### src/rtl/rxq_pkg.sv
package rxq_pkg;
  localparam int DATA_W  = 8;
  localparam int TAG_W   = 3;
  localparam int ENTRY_W = DATA_W + TAG_W;
  localparam int IDLE_W  = 6;

  typedef struct packed {
    logic [TAG_W-1:0]  tags;
    logic [DATA_W-1:0] data;
  } rx_entry_t;

  // threshold in entries for a given select code and queue depth
  function automatic int trig_entries(input logic [1:0] sel, input int depth);
    case (sel)
      2'd0:    return depth / 8;
      2'd1:    return depth / 4;
      2'd2:    return depth - depth / 8;
      default: return depth - depth / 16;
    endcase
  endfunction

  // quiet period in bit times: four words plus twelve bits
  function automatic logic [IDLE_W-1:0] idle_bits(input logic [1:0] len_sel);
    return IDLE_W'(4 * (5 + int'(len_sel)) + 12);
  endfunction
endpackage

### src/rtl/rxq_store.sv
module rxq_store #(
  parameter int DEPTH = 64,
  parameter int W     = 11,
  localparam int AW   = $clog2(DEPTH),
  localparam int CW   = $clog2(DEPTH + 1)
) (
  input  logic          clk,
  input  logic          rst_n,
  input  logic          push,
  input  logic          pop,
  input  logic [W-1:0]  wdata,
  output logic [W-1:0]  rdata,
  output logic [CW-1:0] count
);
  logic [W-1:0]  mem [DEPTH];
  logic [AW-1:0] wr_q, wr_d, rd_q, rd_d;
  logic [CW-1:0] cnt_q, cnt_d;

  always_comb begin
    wr_d  = wr_q;
    rd_d  = rd_q;
    cnt_d = cnt_q;
    if (push) wr_d = wr_q + 1'b1;
    if (pop)  rd_d = rd_q + 1'b1;
    if (push && !pop)      cnt_d = cnt_q + 1'b1;
    else if (pop && !push) cnt_d = cnt_q - 1'b1;
  end

  always_ff @(posedge clk or negedge rst_n) begin
    if (!rst_n) begin
      wr_q  <= '0;
      rd_q  <= '0;
      cnt_q <= '0;
    end else begin
      wr_q  <= wr_d;
      rd_q  <= rd_d;
      cnt_q <= cnt_d;
    end
  end

  // storage array: write-enabled, no reset
  always_ff @(posedge clk) begin
    if (push) mem[wr_q] <= wdata;
  end

  assign rdata = (cnt_q != '0) ? mem[rd_q] : '0;
  assign count = cnt_q;
endmodule

### src/rtl/rxq_trigger.sv
module rxq_trigger #(
  parameter int DEPTH = 64,
  localparam int CW   = $clog2(DEPTH + 1)
) (
  input  logic [CW-1:0] count,
  input  logic          fifo_en,
  input  logic          irq_each,
  input  logic [1:0]    trig_sel,
  input  logic          irq_en,
  output logic          rx_irq
);
  logic [CW-1:0] thr [4];
  logic          reached;

  for (genvar g = 0; g < 4; g++) begin : g_thr
    assign thr[g] = CW'(rxq_pkg::trig_entries(2'(g), DEPTH));
  end

  always_comb begin
    if (!fifo_en || irq_each) reached = (count != '0);
    else                      reached = (count >= thr[trig_sel]);
  end

  assign rx_irq = irq_en && reached;
endmodule

### src/rtl/rxq_idle_timer.sv
module rxq_idle_timer #(
  parameter int TW = 6
) (
  input  logic          clk,
  input  logic          rst_n,
  input  logic          tick,
  input  logic          restart,
  input  logic          flush,
  input  logic [TW-1:0] limit,
  output logic          expired
);
  logic [TW-1:0] cnt_q, cnt_d;
  logic          flag_q, flag_d;

  always_comb begin
    cnt_d  = cnt_q;
    flag_d = flag_q;
    if (flush) begin
      cnt_d  = '0;
      flag_d = 1'b0;
    end else if (restart) begin
      cnt_d = '0;
    end else if (tick && !flag_q) begin
      cnt_d = cnt_q + 1'b1;
      if (cnt_q + 1'b1 == limit) flag_d = 1'b1;
    end
  end

  always_ff @(posedge clk or negedge rst_n) begin
    if (!rst_n) begin
      cnt_q  <= '0;
      flag_q <= 1'b0;
    end else begin
      cnt_q  <= cnt_d;
      flag_q <= flag_d;
    end
  end

  assign expired = flag_q;
endmodule

### src/rtl/rx_char_buffer.sv
module rx_char_buffer #(
  parameter int DEPTH = 64,
  localparam int CW   = $clog2(DEPTH + 1)
) (
  input  logic                          clk,
  input  logic                          rst_n,
  input  logic                          char_valid,
  input  logic [rxq_pkg::DATA_W-1:0]    char_data,
  input  logic [rxq_pkg::TAG_W-1:0]     char_tags,
  input  logic                          bit_tick,
  input  logic                          rd_strobe,
  input  logic                          status_rd,
  input  logic                          cfg_fifo_en,
  input  logic                          cfg_irq_each,
  input  logic [1:0]                    cfg_trig_sel,
  input  logic [1:0]                    cfg_len_sel,
  input  logic                          cfg_rx_irq_en,
  output logic [rxq_pkg::DATA_W-1:0]    hold_data,
  output logic [rxq_pkg::TAG_W-1:0]     hold_tags,
  output logic                          data_ready,
  output logic                          overrun,
  output logic                          rx_irq,
  output logic                          timeout_irq,
  output logic [CW-1:0]                 level
);
  import rxq_pkg::*;

  rx_entry_t     wr_entry, head;
  logic [CW-1:0] count;
  logic          full, push, pop, empty;
  logic          ovr_q, ovr_d;
  logic          idle_hit;

  assign empty = (count == '0);
  assign full  = cfg_fifo_en ? (count >= CW'(DEPTH)) : !empty;
  assign push  = char_valid && !full;
  assign pop   = rd_strobe && !empty;

  assign wr_entry.data = char_data;
  assign wr_entry.tags = char_tags;

  rxq_store #(.DEPTH(DEPTH), .W(ENTRY_W)) store_i (
    .clk   (clk),
    .rst_n (rst_n),
    .push  (push),
    .pop   (pop),
    .wdata (wr_entry),
    .rdata (head),
    .count (count)
  );

  rxq_trigger #(.DEPTH(DEPTH)) trig_i (
    .count    (count),
    .fifo_en  (cfg_fifo_en),
    .irq_each (cfg_irq_each),
    .trig_sel (cfg_trig_sel),
    .irq_en   (cfg_rx_irq_en),
    .rx_irq   (rx_irq)
  );

  rxq_idle_timer #(.TW(IDLE_W)) idle_i (
    .clk     (clk),
    .rst_n   (rst_n),
    .tick    (bit_tick),
    .restart (char_valid || rd_strobe),
    .flush   (empty || pop),
    .limit   (idle_bits(cfg_len_sel)),
    .expired (idle_hit)
  );

  always_comb begin
    ovr_d = ovr_q;
    if (char_valid && full) ovr_d = 1'b1;
    else if (status_rd)     ovr_d = 1'b0;
  end

  always_ff @(posedge clk or negedge rst_n) begin
    if (!rst_n) ovr_q <= 1'b0;
    else        ovr_q <= ovr_d;
  end

  assign hold_data   = head.data;
  assign hold_tags   = head.tags;
  assign data_ready  = !empty;
  assign overrun     = ovr_q;
  assign timeout_irq = cfg_rx_irq_en && idle_hit;
  assign level       = count;
endmodule

### config.mk
export PLATFORM = sky130hd
export DESIGN_NAME = rx_char_buffer
export DESIGN_NICKNAME = d
export VERILOG_FILES = /design/src/rtl/rxq_pkg.sv /design/src/rtl/rxq_store.sv /design/src/rtl/rxq_trigger.sv /design/src/rtl/rxq_idle_timer.sv /design/src/rtl/rx_char_buffer.sv
export SDC_FILE = /design/constraint.sdc
export NUM_CORES = 1
export LEC_CHECK = 0
export BUFFER_PORTS_ARGS = -buffer_cell sky130_fd_sc_hd__buf_2
export CELL_PAD_IN_SITES_DETAIL_PLACEMENT = 1
export CELL_PAD_IN_SITES_GLOBAL_PLACEMENT = 1
export CORE_MARGIN = 3
export CORE_UTILIZATION = 59
export DETAILED_ROUTE_END_ITERATION = 12
export HOLD_SLACK_MARGIN = 0.03
export PLACE_DENSITY = 0.84
export SYNTH_ARGS = -nofsm -noshare
export SYNTH_HDL_FRONTEND = slang
export SYNTH_SLANG_ARGS = --single-unit
### constraint.sdc
create_clock -name clk -period 6.1 [get_ports clk]
set_clock_uncertainty 0.15 [all_clocks]
set_input_delay 0.305 -clock clk [delete_from_list [all_inputs] [get_ports clk]]
set_output_delay 0.305 -clock clk [all_outputs]
set_load 0.01 [all_outputs]
==> PnR_summary.wiki <==
{| class="wikitable"
! Metric !! Value
|-
| Detailed placer's ending HPWL || 43.9 mm
|-
| Count of yosys warnings during synthesis || 0
|-
| Placer congestion estimate || 0.837
|-
| Area of all sequential standard cells || 21800 µm²
|-
| Post-detailed-route count of antenna-violating nets || 0
|-
| Avg Synthesized Cell Area || 19.9 µm²
|-
| Post-layout min period || 4.92 ns
|-
| CTS tree || done
|-
| Via count of the first global-routing pass || 16004
|-
| Full die area || 51400 µm²
|-
| Synth async-reset ratio || 3.69%
|-
| Required time of the critical path || 5.64 ns
|-
| Critical path origin || store_i.rd_q[2]
|-
| Critical path endpoint || hold_data[2]
|-
| RSZ-0062 raised after global routing || false
|-
| Share of cells above drive strength 1 || 21.0%
|-
| Number of nets produced by synthesis || 1482
|-
| Core footprint || 47900 µm²
|-
| Status || complete, no violations
|-
| Worst R2R End || store_i.mem[49][5]
|-
| Initial DRC Count || 2218
|-
| Diode count || 0
|-
| Total area of multi-input combinational cells || 6480 µm²
|-
| Slew Limit Fails || 0
|-
| FF-to-FF setup slack || 1.45 ns
|-
| Maximum clock frequency || 0.203 GHz
|-
| Width of the chip || 227 µm
|-
| PostCTS Resize Cnt || 0
|-
| Reported max-cap violation count || 0
|-
| Clock sink count || 731
|-
| Gate count of the mapped netlist || 1441
|-
| Setup TNS Final || 0 ns
|-
| Relative max-transition margin || 8.68%
|-
| Cells along the critical path || nand3_1 -> o22ai_1 -> a211oi_1 -> a21oi_1 -> a22o_1 -> buf_2
|-
| Worst vdd rail ir drop || 0.000257 V
|-
| Global-route wire length before repair || 113 mm
|-
| WL/cell || 35.0 µm
|-
| Count of final setup violators || 0
|-
| Vias per inst || 7.06
|-
| Cell with the largest stage delay on the worst path || sky130_fd_sc_hd__nand3_1
|-
| Number of enable-type register cells in the synthesized netlist || 704
|-
| Worst EP arrival || 4.47 ns
|-
| Buffer cell driving the clock tree root || sky130_fd_sc_hd__clkbuf_16
|-
| Number of hold violations in the final report || 0
|-
| CTS hold repair buffers || 5
|-
| Vert. Die Dim || 227 µm
|-
| RR Startpoint || store_i.count[1]
|-
| CP endpoint kind || output pin
|-
| 1st-pass router iterations || 5
|-
| Vias post-DR || 15392
|-
| Number of ports placed on the die boundary || 46
|-
| Seq/Total Area, Yosys || 75.9%
|-
| Final cycle utilization of the critical path || 80.7%
|-
| Clock transition at the registers of the reported paths || 0.06 ns
|-
| Hold WC Path Type || in2reg
|-
| Number of buffers on the longest clock path || 3
|-
| Initial core utilization || 59.9%
|-
| Main flop type after synthesis || sky130_fd_sc_hd__edfxtp_1
|-
| Global Route Usage Sum || 30.7%
|-
| End-of-flow core utilization || 66.6%
|-
| Residual DRC || 0
|-
| Post-synthesis cell type count || 53
|-
| Number of nets in the final layout || 1550
|-
| Count of port buffers added during placement || 45
|-
| Kind of cell adding the most delay to the critical path || compound AO/OA/AOI/OAI gates
|-
| Crit path launch type || flip-flop
|-
| Most common cell after layout, fill and taps aside || sky130_fd_sc_hd__edfxtp_1
|-
| Power Total || 0.0144 W
|-
| Total Routed Length || 76.3 mm
|-
| Critical Path Stages || 6
|-
| Fillers || 3855
|-
| GRT overflow || 0
|-
| Least-Margin Pin Slew || 1.37 ns
|-
| Number of flip-flops and latches in the synthesized netlist || 731
|-
| Largest net degree at the start of global routing || 65
|-
| H-tree levels || 3
|-
| Worst skew pair latency || 0.62 ns
|-
| Buffer and inverter count on the worst path || 1
|-
| Core Rows || 80
|-
| Power density over the cells || 452 nW/µm²
|-
| Crit-path max FO || 35
|-
| Synth-to-Final Area Change || 11.0%
|-
| CTS Buf Count || 73
|-
| Number of antenna violations at the first check in global routing || 2
|-
| Worst Reg2Reg Path Length in Cells || 5
|-
| Classification of the worst setup path || reg2out
|-
| Reported leakage power || 10.3 nW
|-
| Delay of the slowest cell on the worst path || 1.25 ns
|-
| Buffers inserted during post-CTS setup optimization || 0
|-
| Most frequent cells in the layout || sky130_fd_sc_hd__edfxtp_1, sky130_fd_sc_hd__mux4_2, sky130_fd_sc_hd__mux2i_1, sky130_fd_sc_hd__nor2_1, sky130_fd_sc_hd__clkbuf_16
|-
| Syn Std Cell Area || 28700 µm²
|}
-- registers in the layout, summed over array words and instances (netlist names) --
name	cells
store_i.count	7
idle_i.cnt_q	6
overrun	1
store_i.mem	704
idle_i.expired	1
store_i.wr_q	6
store_i.rd_q	6
-- how the worst min path moves through the flow --
stage | from | end | slack, ns | depth (start not counted)
detailed placement | rst_n | idle_i.cnt_q[4] | 0.24 | 1
finish | bit_tick | idle_i.cnt_q[0] | 0.10 | 4
global route | bit_tick | idle_i.cnt_q[0] | 0.12 | 4
global placement | rst_n | idle_i.cnt_q[1] | 0.22 | 1
CTS | bit_tick | idle_i.cnt_q[0] | 0.06 | 4
floorplan | rst_n | idle_i.cnt_q[0] | -0.14 | 0
-- cell type report --
| class | count | share of cell area, % |
|---|---|---|
| clock inverters | 40 | 1.19 |
| well taps | 615 | 2.41 |
| inverters | 7 | 0.0823 |
| clock buffers | 90 | 6.02 |
| multi-input cells | 618 | 20.3 |
| flip-flops and latches | 731 | 68.4 |
| repair buffers | 78 | 1.60 |
-- cell usage after synthesis (13+ instances only) --
cell | count | area share, %
sky130_fd_sc_hd__nor2_1 | 78 | 1.0
sky130_fd_sc_hd__a22oi_1 | 33 | 0.86
sky130_fd_sc_hd__buf_2 | 13 | 0.23
sky130_fd_sc_hd__a211oi_1 | 30 | 0.78
sky130_fd_sc_hd__ha_1 | 16 | 0.70
sky130_fd_sc_hd__mux2i_1 | 89 | 3.1
sky130_fd_sc_hd__edfxtp_1 | 704 | 74
sky130_fd_sc_hd__a22o_1 | 22 | 0.67
sky130_fd_sc_hd__buf_4 | 17 | 0.44
sky130_fd_sc_hd__o221ai_1 | 22 | 0.67
sky130_fd_sc_hd__a21oi_1 | 39 | 0.68
sky130_fd_sc_hd__xnor2_1 | 15 | 0.46
sky130_fd_sc_hd__o22ai_1 | 24 | 0.52
sky130_fd_sc_hd__mux4_2 | 132 | 10
sky130_fd_sc_hd__clkbuf_1 | 43 | 0.56
sky130_fd_sc_hd__nand2_1 | 27 | 0.35
sky130_fd_sc_hd__dfrtp_1 | 27 | 2.4
-- cells by family after synthesis --
logic type	synth area share, %
flip-flops	75.9
multiplexers	13.6
AO/OA/AOI/OAI	4.73
AND/OR/NAND/NOR	2.67
buffers and inverters	1.58
XOR/XNOR	0.762
adder cells (fa/ha/maj)	0.766
-- where the power goes --
group          switching [W]  total, W  leakage [nW]  internal, W
sequential          0.000354   0.00597          6.66      0.00562
combinational        0.00241   0.00407          2.54      0.00166
clock                0.00189   0.00439          1.13      0.00250
total                0.00466    0.0144          10.3      0.00978
-- stage by stage --
step	hold WS (ns)	instances	setup slack, ns	cell area [µm²]
5_1_grt	0.125	2179	1.06	31900
3_5_place_dp	0.235	2044	1.64	29600
4_1_cts	0.0603	2179	1.25	31900
2_1_floorplan	-0.141	1441	2.74	28700
3_3_place_gp	0.219	2044	1.88	29600
6_report	0.104	2179	1.18	31900
-- layer usage --
| layer | vias to the layer above | track usage (%) | wire [µm] |
|---|---|---|---|
| li1 | 6085 | - | - |
| met1 | 8064 | 43.3 | 29200 |
| met2 | 1047 | 48.9 | 36700 |
| met3 | 194 | 6.55 | 7500 |
| met4 | 2 | 10.1 | 2790 |
| met5 | - | 0 | 13 |
-- worst register-to-register path: cells and delay by family (launching register included) --
family / cells / cell delay [ns]
AOI/OAI and AO/OA: 1 / 0.59
and+or+nand+nor: 4 / 3.09
DFF: 1 / 0.45
Note: power is estimated with default switching activity, not from simulation.
